**src/rtl/ofs_cal_pkg.sv**
```systemverilog
package ofs_cal_pkg;
    typedef enum logic {
        PH_SEARCH = 1'b0,
        PH_RUN    = 1'b1
    } phase_e;
endpackage

```
**src/rtl/ofs_step_calc.sv**
```systemverilog
module ofs_step_calc #(
    parameter int PEAK_W   = 8,
    parameter int GAIN_W   = 3,
    parameter int GAIN_REF = 3,
    parameter int CORR_W   = 14,
    parameter int FINE_LO  = 8,
    parameter int FINE_HI  = 16,
    parameter int BIG_TH   = 8
) (
    input  logic [PEAK_W-1:0]        pk_min,
    input  logic [PEAK_W-1:0]        pk_max,
    input  logic [GAIN_W-1:0]        gain_pos,
    input  logic                     fine_q,
    input  logic                     prev_big,
    input  logic                     prev_neg,
    input  logic                     rise,
    output logic signed [CORR_W-1:0] step,
    output logic                     dir_ok,
    output logic                     fine_d,
    output logic                     cur_big,
    output logic                     cur_neg
);
    localparam int SUM_W = PEAK_W + 2;
    localparam int AMP_W = PEAK_W + 1;

    logic signed [SUM_W-1:0]  diff;
    logic signed [CORR_W-1:0] wide, corr, mag;
    logic signed [AMP_W-1:0]  amp;
    logic                     lt_lo, gt_hi;

    always_comb begin
        diff = $signed({2'b00, pk_min}) + $signed({2'b00, pk_max})
             - $signed(SUM_W'(1 << PEAK_W));
        wide = CORR_W'(diff);
        if (gain_pos >= GAIN_W'(GAIN_REF))
            corr = wide <<< (gain_pos - GAIN_W'(GAIN_REF));
        else
            corr = wide >>> (GAIN_W'(GAIN_REF) - gain_pos);

        amp   = $signed({1'b0, pk_max}) - $signed({1'b0, pk_min});
        lt_lo = amp < $signed(AMP_W'(FINE_LO));
        gt_hi = amp > $signed(AMP_W'(FINE_HI));
        fine_d = lt_lo ? 1'b1 : (gt_hi ? 1'b0 : fine_q);

        cur_neg = corr[CORR_W-1];
        mag     = cur_neg ? -corr : corr;
        cur_big = mag > $signed(CORR_W'(BIG_TH));

        if (lt_lo)
            step = '0;
        else if (fine_d)
            step = cur_neg ? '1 : ((corr != '0) ? CORR_W'(1) : '0);
        else if (cur_big && prev_big && (cur_neg == prev_neg))
            step = corr;
        else
            step = '0;

        dir_ok = (step != '0) && (step[CORR_W-1] ? !rise : rise);
    end
endmodule

```
**src/rtl/ofs_supervisor.sv**
```systemverilog
module ofs_supervisor #(
    parameter int WD_BITS    = 20,
    parameter int DEC_EVENTS = 16
) (
    input  logic clk,
    input  logic rst_n,
    input  logic run,
    input  logic out_switch,
    input  logic peak_new,
    output logic fire,
    output logic wd_reset,
    output logic gain_dec
);
    localparam int GC_W = $clog2(DEC_EVENTS);

    typedef struct packed {
        logic [WD_BITS-1:0] wcnt;
        logic [GC_W-1:0]    gcnt;
        logic               wd;
        logic               dec;
    } sup_t;

    sup_t r_q, r_d;

    assign fire     = run && !out_switch && (r_q.wcnt == '1);
    assign wd_reset = r_q.wd;
    assign gain_dec = r_q.dec;

    always_comb begin
        r_d     = r_q;
        r_d.wd  = fire;
        r_d.dec = 1'b0;
        if (!run || fire) begin
            r_d.wcnt = '0;
            r_d.gcnt = '0;
        end else begin
            r_d.wcnt = out_switch ? '0 : r_q.wcnt + 1'b1;
            if (peak_new)
                r_d.gcnt = '0;
            else if (out_switch) begin
                if (r_q.gcnt == GC_W'(DEC_EVENTS - 1)) begin
                    r_d.dec  = 1'b1;
                    r_d.gcnt = '0;
                end else begin
                    r_d.gcnt = r_q.gcnt + 1'b1;
                end
            end
        end
    end

    always_ff @(posedge clk) begin
        if (!rst_n) r_q <= '0;
        else        r_q <= r_d;
    end

    assert_wd_pulse_R10: assert property (@(posedge clk) disable iff (!rst_n)
        wd_reset |=> !wd_reset);
    assert_dec_cause_R11: assert property (@(posedge clk) disable iff (!rst_n)
        gain_dec |-> $past(out_switch));
    assert_dec_pulse_R11: assert property (@(posedge clk) disable iff (!rst_n)
        gain_dec |=> !gain_dec);
endmodule

```
**src/rtl/ofs_cal_ctrl.sv**
```systemverilog
module ofs_cal_ctrl #(
    parameter int CODE_W     = 10,
    parameter int PEAK_W     = 8,
    parameter int GAIN_W     = 3,
    parameter int GAIN_REF   = 3,
    parameter int WD_BITS    = 20,
    parameter int DEC_EVENTS = 16,
    parameter int FINE_LO    = 8,
    parameter int FINE_HI    = 16,
    parameter int BIG_TH     = 8
) (
    input  logic              clk,
    input  logic              rst_n,
    input  logic              sample_stb,
    input  logic              above_dac,
    input  logic [PEAK_W-1:0] pk_min,
    input  logic [PEAK_W-1:0] pk_max,
    input  logic              min_ok,
    input  logic              max_ok,
    input  logic [GAIN_W-1:0] gain_pos,
    input  logic              gain_chg,
    input  logic              cmp_edge,
    input  logic              cmp_rise,
    input  logic              out_switch,
    input  logic              peak_new,
    output logic [CODE_W-1:0] ofs_code,
    output logic              running,
    output logic              out_lock,
    output logic              wd_reset,
    output logic              gain_dec
);
    import ofs_cal_pkg::*;

    localparam int IDX_W    = $clog2(CODE_W);
    localparam int MAX_UP   = (1 << GAIN_W) - 1 - GAIN_REF;
    localparam int CORR_W   = PEAK_W + 2 + MAX_UP;
    localparam int ACC_W    = ((CORR_W > CODE_W) ? CORR_W : CODE_W) + 2;
    localparam logic [CODE_W-1:0] MID = CODE_W'(1) << (CODE_W - 1);

    typedef struct packed {
        phase_e            phase;
        logic [CODE_W-1:0] code;
        logic [IDX_W-1:0]  bit_idx;
        logic [1:0]        blk;
        logic              fine;
        logic              pbig;
        logic              pneg;
        logic              first;
    } cal_t;

    cal_t r_q, r_d;

    logic signed [CORR_W-1:0] step;
    logic                     dir_ok, fine_d, cur_big, cur_neg, wd_fire;
    logic signed [ACC_W-1:0]  acc;
    logic [CODE_W-1:0]        sat_code;

    ofs_step_calc #(
        .PEAK_W(PEAK_W), .GAIN_W(GAIN_W), .GAIN_REF(GAIN_REF), .CORR_W(CORR_W),
        .FINE_LO(FINE_LO), .FINE_HI(FINE_HI), .BIG_TH(BIG_TH)
    ) u_step (
        .pk_min(pk_min), .pk_max(pk_max), .gain_pos(gain_pos),
        .fine_q(r_q.fine), .prev_big(r_q.pbig), .prev_neg(r_q.pneg),
        .rise(cmp_rise), .step(step), .dir_ok(dir_ok), .fine_d(fine_d),
        .cur_big(cur_big), .cur_neg(cur_neg)
    );

    ofs_supervisor #(.WD_BITS(WD_BITS), .DEC_EVENTS(DEC_EVENTS)) u_sup (
        .clk(clk), .rst_n(rst_n), .run(r_q.phase == PH_RUN),
        .out_switch(out_switch), .peak_new(peak_new), .fire(wd_fire),
        .wd_reset(wd_reset), .gain_dec(gain_dec)
    );

    always_comb begin
        acc = $signed({{(ACC_W-CODE_W){1'b0}}, r_q.code}) + $signed(ACC_W'(step));
        if (acc < 0)
            sat_code = '0;
        else if (acc > $signed({{(ACC_W-CODE_W){1'b0}}, {CODE_W{1'b1}}}))
            sat_code = '1;
        else
            sat_code = acc[CODE_W-1:0];

        r_d = r_q;
        if (wd_fire) begin
            r_d.phase   = PH_SEARCH;
            r_d.code    = MID;
            r_d.bit_idx = IDX_W'(CODE_W - 1);
            r_d.blk     = '0;
            r_d.fine    = 1'b0;
            r_d.pbig    = 1'b0;
            r_d.pneg    = 1'b0;
            r_d.first   = 1'b1;
        end else if (r_q.phase == PH_SEARCH) begin
            if (sample_stb) begin
                if (!above_dac) r_d.code[r_q.bit_idx] = 1'b0;
                if (r_q.bit_idx != '0) begin
                    r_d.code[r_q.bit_idx - 1'b1] = 1'b1;
                    r_d.bit_idx = r_q.bit_idx - 1'b1;
                end else begin
                    r_d.phase = PH_RUN;
                    r_d.first = 1'b1;
                end
            end
        end else begin
            if (cmp_edge) begin
                if (r_q.blk != '0) begin
                    r_d.blk = r_q.blk - 1'b1;
                end else if (min_ok || max_ok) begin
                    r_d.fine = fine_d;
                    r_d.pbig = cur_big;
                    r_d.pneg = cur_neg;
                    if (r_q.first) begin
                        r_d.first = 1'b0;
                    end else if (dir_ok) begin
                        r_d.code = sat_code;
                        r_d.blk  = 2'd1;
                    end
                end
            end
            if (gain_chg) r_d.blk = 2'd2;
        end
    end

    always_ff @(posedge clk) begin
        if (!rst_n) begin
            r_q         <= '0;
            r_q.phase   <= PH_SEARCH;
            r_q.code    <= MID;
            r_q.bit_idx <= IDX_W'(CODE_W - 1);
            r_q.first   <= 1'b1;
        end else begin
            r_q <= r_d;
        end
    end

    assign ofs_code = r_q.code;
    assign running  = (r_q.phase == PH_RUN);
    assign out_lock = !running;

    assert_search_hold_R2: assert property (@(posedge clk) disable iff (!rst_n)
        (!running && !sample_stb) |=> $stable(ofs_code));
    assert_hold_R5: assert property (@(posedge clk) disable iff (!rst_n)
        (running && cmp_edge && !wd_fire && ({1'b0, pk_max} < {1'b0, pk_min} + 9'd8))
        |=> $stable(ofs_code));
    assert_fall_down_R7: assert property (@(posedge clk) disable iff (!rst_n)
        (running && cmp_edge && !cmp_rise && !wd_fire) |=> (ofs_code <= $past(ofs_code)));
    assert_rise_up_R7: assert property (@(posedge clk) disable iff (!rst_n)
        (running && cmp_edge && cmp_rise && !wd_fire) |=> (ofs_code >= $past(ofs_code)));
    assert_blocked_R8: assert property (@(posedge clk) disable iff (!rst_n)
        (running && cmp_edge && (r_q.blk != 2'd0) && !wd_fire) |=> $stable(ofs_code));
    assert_no_peaks_R9: assert property (@(posedge clk) disable iff (!rst_n)
        (running && cmp_edge && !min_ok && !max_ok && !wd_fire) |=> $stable(ofs_code));
    assert_restart_R10: assert property (@(posedge clk) disable iff (!rst_n)
        wd_reset |-> (out_lock && (ofs_code == MID)));
endmodule

```
**config.mk**
```make
export PLATFORM = sky130hd
export DESIGN_NAME = ofs_cal_ctrl
export DESIGN_NICKNAME = d
export VERILOG_FILES = /design/src/rtl/ofs_cal_pkg.sv /design/src/rtl/ofs_step_calc.sv /design/src/rtl/ofs_supervisor.sv /design/src/rtl/ofs_cal_ctrl.sv
export SDC_FILE = /design/constraint.sdc
export NUM_CORES = 1
export LEC_CHECK = 0
export BUFFER_PORTS_ARGS = -buffer_cell sky130_fd_sc_hd__buf_4
export CORE_ASPECT_RATIO = 0.9
export CORE_MARGIN = 4
export CORE_UTILIZATION = 41
export CTS_CLUSTER_SIZE = 20
export DETAILED_ROUTE_END_ITERATION = 7
export PLACE_DENSITY = 0.66
export SLEW_MARGIN = 20
export SYNTH_ARGS = -nofsm -noshare
export SYNTH_HDL_FRONTEND = slang
export SYNTH_SLANG_ARGS = --single-unit
```
**constraint.sdc**
```tcl
create_clock -name clk -period 16 [get_ports clk]
set_clock_uncertainty 0.1 [all_clocks]
set_input_delay 0.8 -clock clk [delete_from_list [all_inputs] [get_ports clk]]
set_output_delay 0.8 -clock clk [all_outputs]
set_load 0.005 [all_outputs]
```
==> results.py <==
metrics = {
    "yosys": {
        "syn_inst": 834,
        "synth-simple-area-share": 0.305,
        "synth_edf_count": 0,
        "synth_top_area_frac": 0.156,
        "ys_seq_elements": 47,
        "synth_compound_area_frac": 0.317,
        "ys_seq_area_frac": 0.156,
        "ys_types": 101,
        "synth_top_family_by_area": "compound AO/OA/AOI/OAI gates",
        "ys_top_cells_by_count": "nor2_1, nand2_1, a21oi_1",
        "synthesis.nets": 902,
        "syn_avg_cell_area_sq_um": 7.25,
        "ys_top_cells_by_area": "dfxtp_1, ha_1, nor2_1",
        "yosys_warnings": 0,
        "ys.flop_type": "dfxtp_1",
        "synth.area.mux_share": 0.0209,
        "async_flop_share": 0,
        "synth_fa_ha_area_frac": 0.0823,
        "yosysMostFrequentCell": "nor2_1",
        "synth_area_leader_cell": "dfxtp_1",
        "synth_xor_area_frac": 0.0519,
        "syn_area_sq_um": 6050,
    },
    "clock_network": {
        "htreeDepth": 2,
        "cts_resized": 0,
        "cts_root_buffer": "clkbuf_16",
        "clockBufferDepth": 2,
        "cts_hold_buf": 0,
        "cts_tree": "built",
        "insertion_delay_ps": 290,
        "clock_sinks": 47,
        "clk_pin_slew_ps": 60,
        "cts_buffers": 5,
        "post_cts_buffers": 0,
    },
    "status": {
        "outcome": "finished clean",
    },
    "critical_path": {
        "crit_type": "input pin to register",
        "slowest_delay_ps": 670,
        "start_kind": "input pin",
        "critPathSlowestCell": "ha_1",
        "crit_path_start": "pk_min[3]",
        "end_kind": "register",
        "crit_end": "ofs_code[5]$_SDFFE_PP0P_",
        "arrival_ps": 9000,
        "ff2ff_setup_slack_ps": 10460,
        "reg2reg_depth": 20,
        "r2r-end": "ofs_code[5]$_SDFFE_PP0P_",
        "path_max_fanout": 19,
        "r2r-start": "r_q[3]$_SDFFE_PP0P_",
        "cp.required_ps": 16040,
    },
    "route": {
        "vias_per_cell": 6.24,
        "drtAntennaViolNets": 0,
        "vias": 6449,
        "drt-initial-drc-count": 701,
        "wl_per_cell_um": 17.0,
        "drc": 0,
        "drt-total-wl_mm": 17.6,
        "firstDrtPassIters": 7,
    },
    "global_route": {
        "grt_pass1_wl_mm": 28.8,
        "grt_max_degree": 32,
        "grt_usage": 0.205,
        "antenna_found_initial": 0,
        "grt.overflow.total": 0,
        "grt_pass1_vias": 5695,
    },
    "sta": {
        "drv_slew": 0,
        "fin_crit_sh": 0.560,
        "worst_pin_slew_ps": 802,
        "fmax_mhz": 112,
        "period_minus_slack_ps": 8960,
        "rsz0062_at_grt": "false",
        "hold_slack_ps": 350,
        "setup_viol": 0,
        "slew_headroom": 0.463,
        "final-hold-violation-count": 0,
        "tns_ps": 0,
    },
    "worst_hold_path": {
        "hp-start": "u_sup.r_q[6]$_SDFF_PP0_",
        "hold_depth": 1,
        "min_path_type": "register to register",
    },
    "placement": {
        "gp_congestion": 1.03,
        "hpwlAfterDp_mm": 13.6,
        "io_buffers": 43,
    },
    "die": {
        "die_h_um": 123,
        "row_count": 41,
        "pin_count": 44,
        "die_area_sq_um": 16800,
        "initial_core_util": 0.424,
        "coreArea_sq_um": 14300,
        "fp.dieW_um": 136,
    },
    "power_and_ir_drop": {
        "ir_worst_vdd_v": 0.0000515,
        "power.leakage_nw": 2.47,
        "p_per_area_nw_per_um2": 73.8,
    },
    "final_layout": {
        "layout-drive-gt1-share": 0.124,
        "fin_nets": 908,
        "areaGrowthSynthToFinish_pct": 7.71,
        "num_antenna_cells": 0,
    },
    "run": {
        "drv_cap": 0,
    },
}
[how the worst min path moves through the flow]
stage / end / slack, ps
after detailed placement: u_sup.r_q[6]$_SDFF_PP0_ / 340
final: u_sup.r_q[6]$_SDFF_PP0_ / 350
after global placement: u_sup.r_q[6]$_SDFF_PP0_ / 330
after floorplan: u_sup.r_q[6]$_SDFF_PP0_ / 320
after CTS: u_sup.r_q[6]$_SDFF_PP0_ / 350
after global routing: u_sup.r_q[6]$_SDFF_PP0_ / 360
[state kept, by name, indices dropped and copies added (netlist names)]
name / cells
r_q: 10
u_sup.gain_dec: 1
ofs_code: 10
running: 1
u_sup.r_q: 24
u_sup.wd_reset: 1
[cells in the final DEF, fill, tap and decap left out, types with 13 or more instances in the layout]
| cell type | count |
|---|---|
| nand2b_1 | 14 |
| nor2_1 | 103 |
| nor2b_1 | 16 |
| nor4_1 | 13 |
| inv_1 | 32 |
| nor3_1 | 27 |
| nand3_1 | 31 |
| ha_1 | 35 |
| or3_1 | 14 |
| a21oi_1 | 52 |
| xnor2_1 | 21 |
| a211oi_1 | 13 |
| dfxtp_1 | 47 |
| o211ai_1 | 16 |
| o21ai_0 | 40 |
| xor2_1 | 13 |
| buf_4 | 48 |
| nand2_1 | 70 |
[where the power goes]
group          leakage, nW  internal, mW  switching, mW
logic                 2.02        0.0945          0.157
clock network       0.0742        0.0584         0.0460
registers            0.381         0.120        0.00486
[stage by stage]
| stage | instances | cell area (sq um) | worst slack [ps] | utilization | power (mW) |
|---|---|---|---|---|---|
| final | 1034 | 6520 | 7040 | 0.457 | 0.481 |
| after floorplan | 834 | 6050 | 8010 | - | 0.318 |
| after global placement | 1026 | 6370 | 7020 | 0.447 | 0.372 |
| after detailed placement | 1026 | 6370 | 6890 | 0.447 | 0.371 |
| after CTS | 1034 | 6520 | 7170 | 0.457 | 0.476 |
| after global routing | 1034 | 6520 | 6410 | 0.457 | 0.513 |
[layer usage]
metal  GRT usage  wire, um  up-vias
met5           0         0        -
met3      0.0378      1280       45
met1       0.309      8570     3014
met2       0.304      7440      249
met4      0.0390       278        0
li1            -         -     3141
[final cells by class]
class / instances / area (sq um)
fillers: 1503 / 7740
flip-flops and latches: 47 / 941
repair buffers: 48 / 360
multi-input cells: 705 / 4700
well taps: 193 / 241
clock buffers: 5 / 125
clock inverters: 3 / 22.5
inverters: 33 / 124
[cells by family after synthesis]
group / Yosys count
and+or+nand+nor: 359
buffers and inverters: 82
DFF: 47
adders and majority gates: 38
AOI/OAI and AO/OA: 261
muxes: 12
xor gates and xnor gates: 35
[worst max-delay path: cells and delay by family]
kind                       cells  cell delay (ps)
and+or+nand+nor                9             2100
buffers and inverters          3              160
AOI/OAI and AO/OA             16             4540
xor gates and xnor gates       1               90
adders and majority gates      3             1240
No activity file was read; power rests on OpenSTA's default activity.
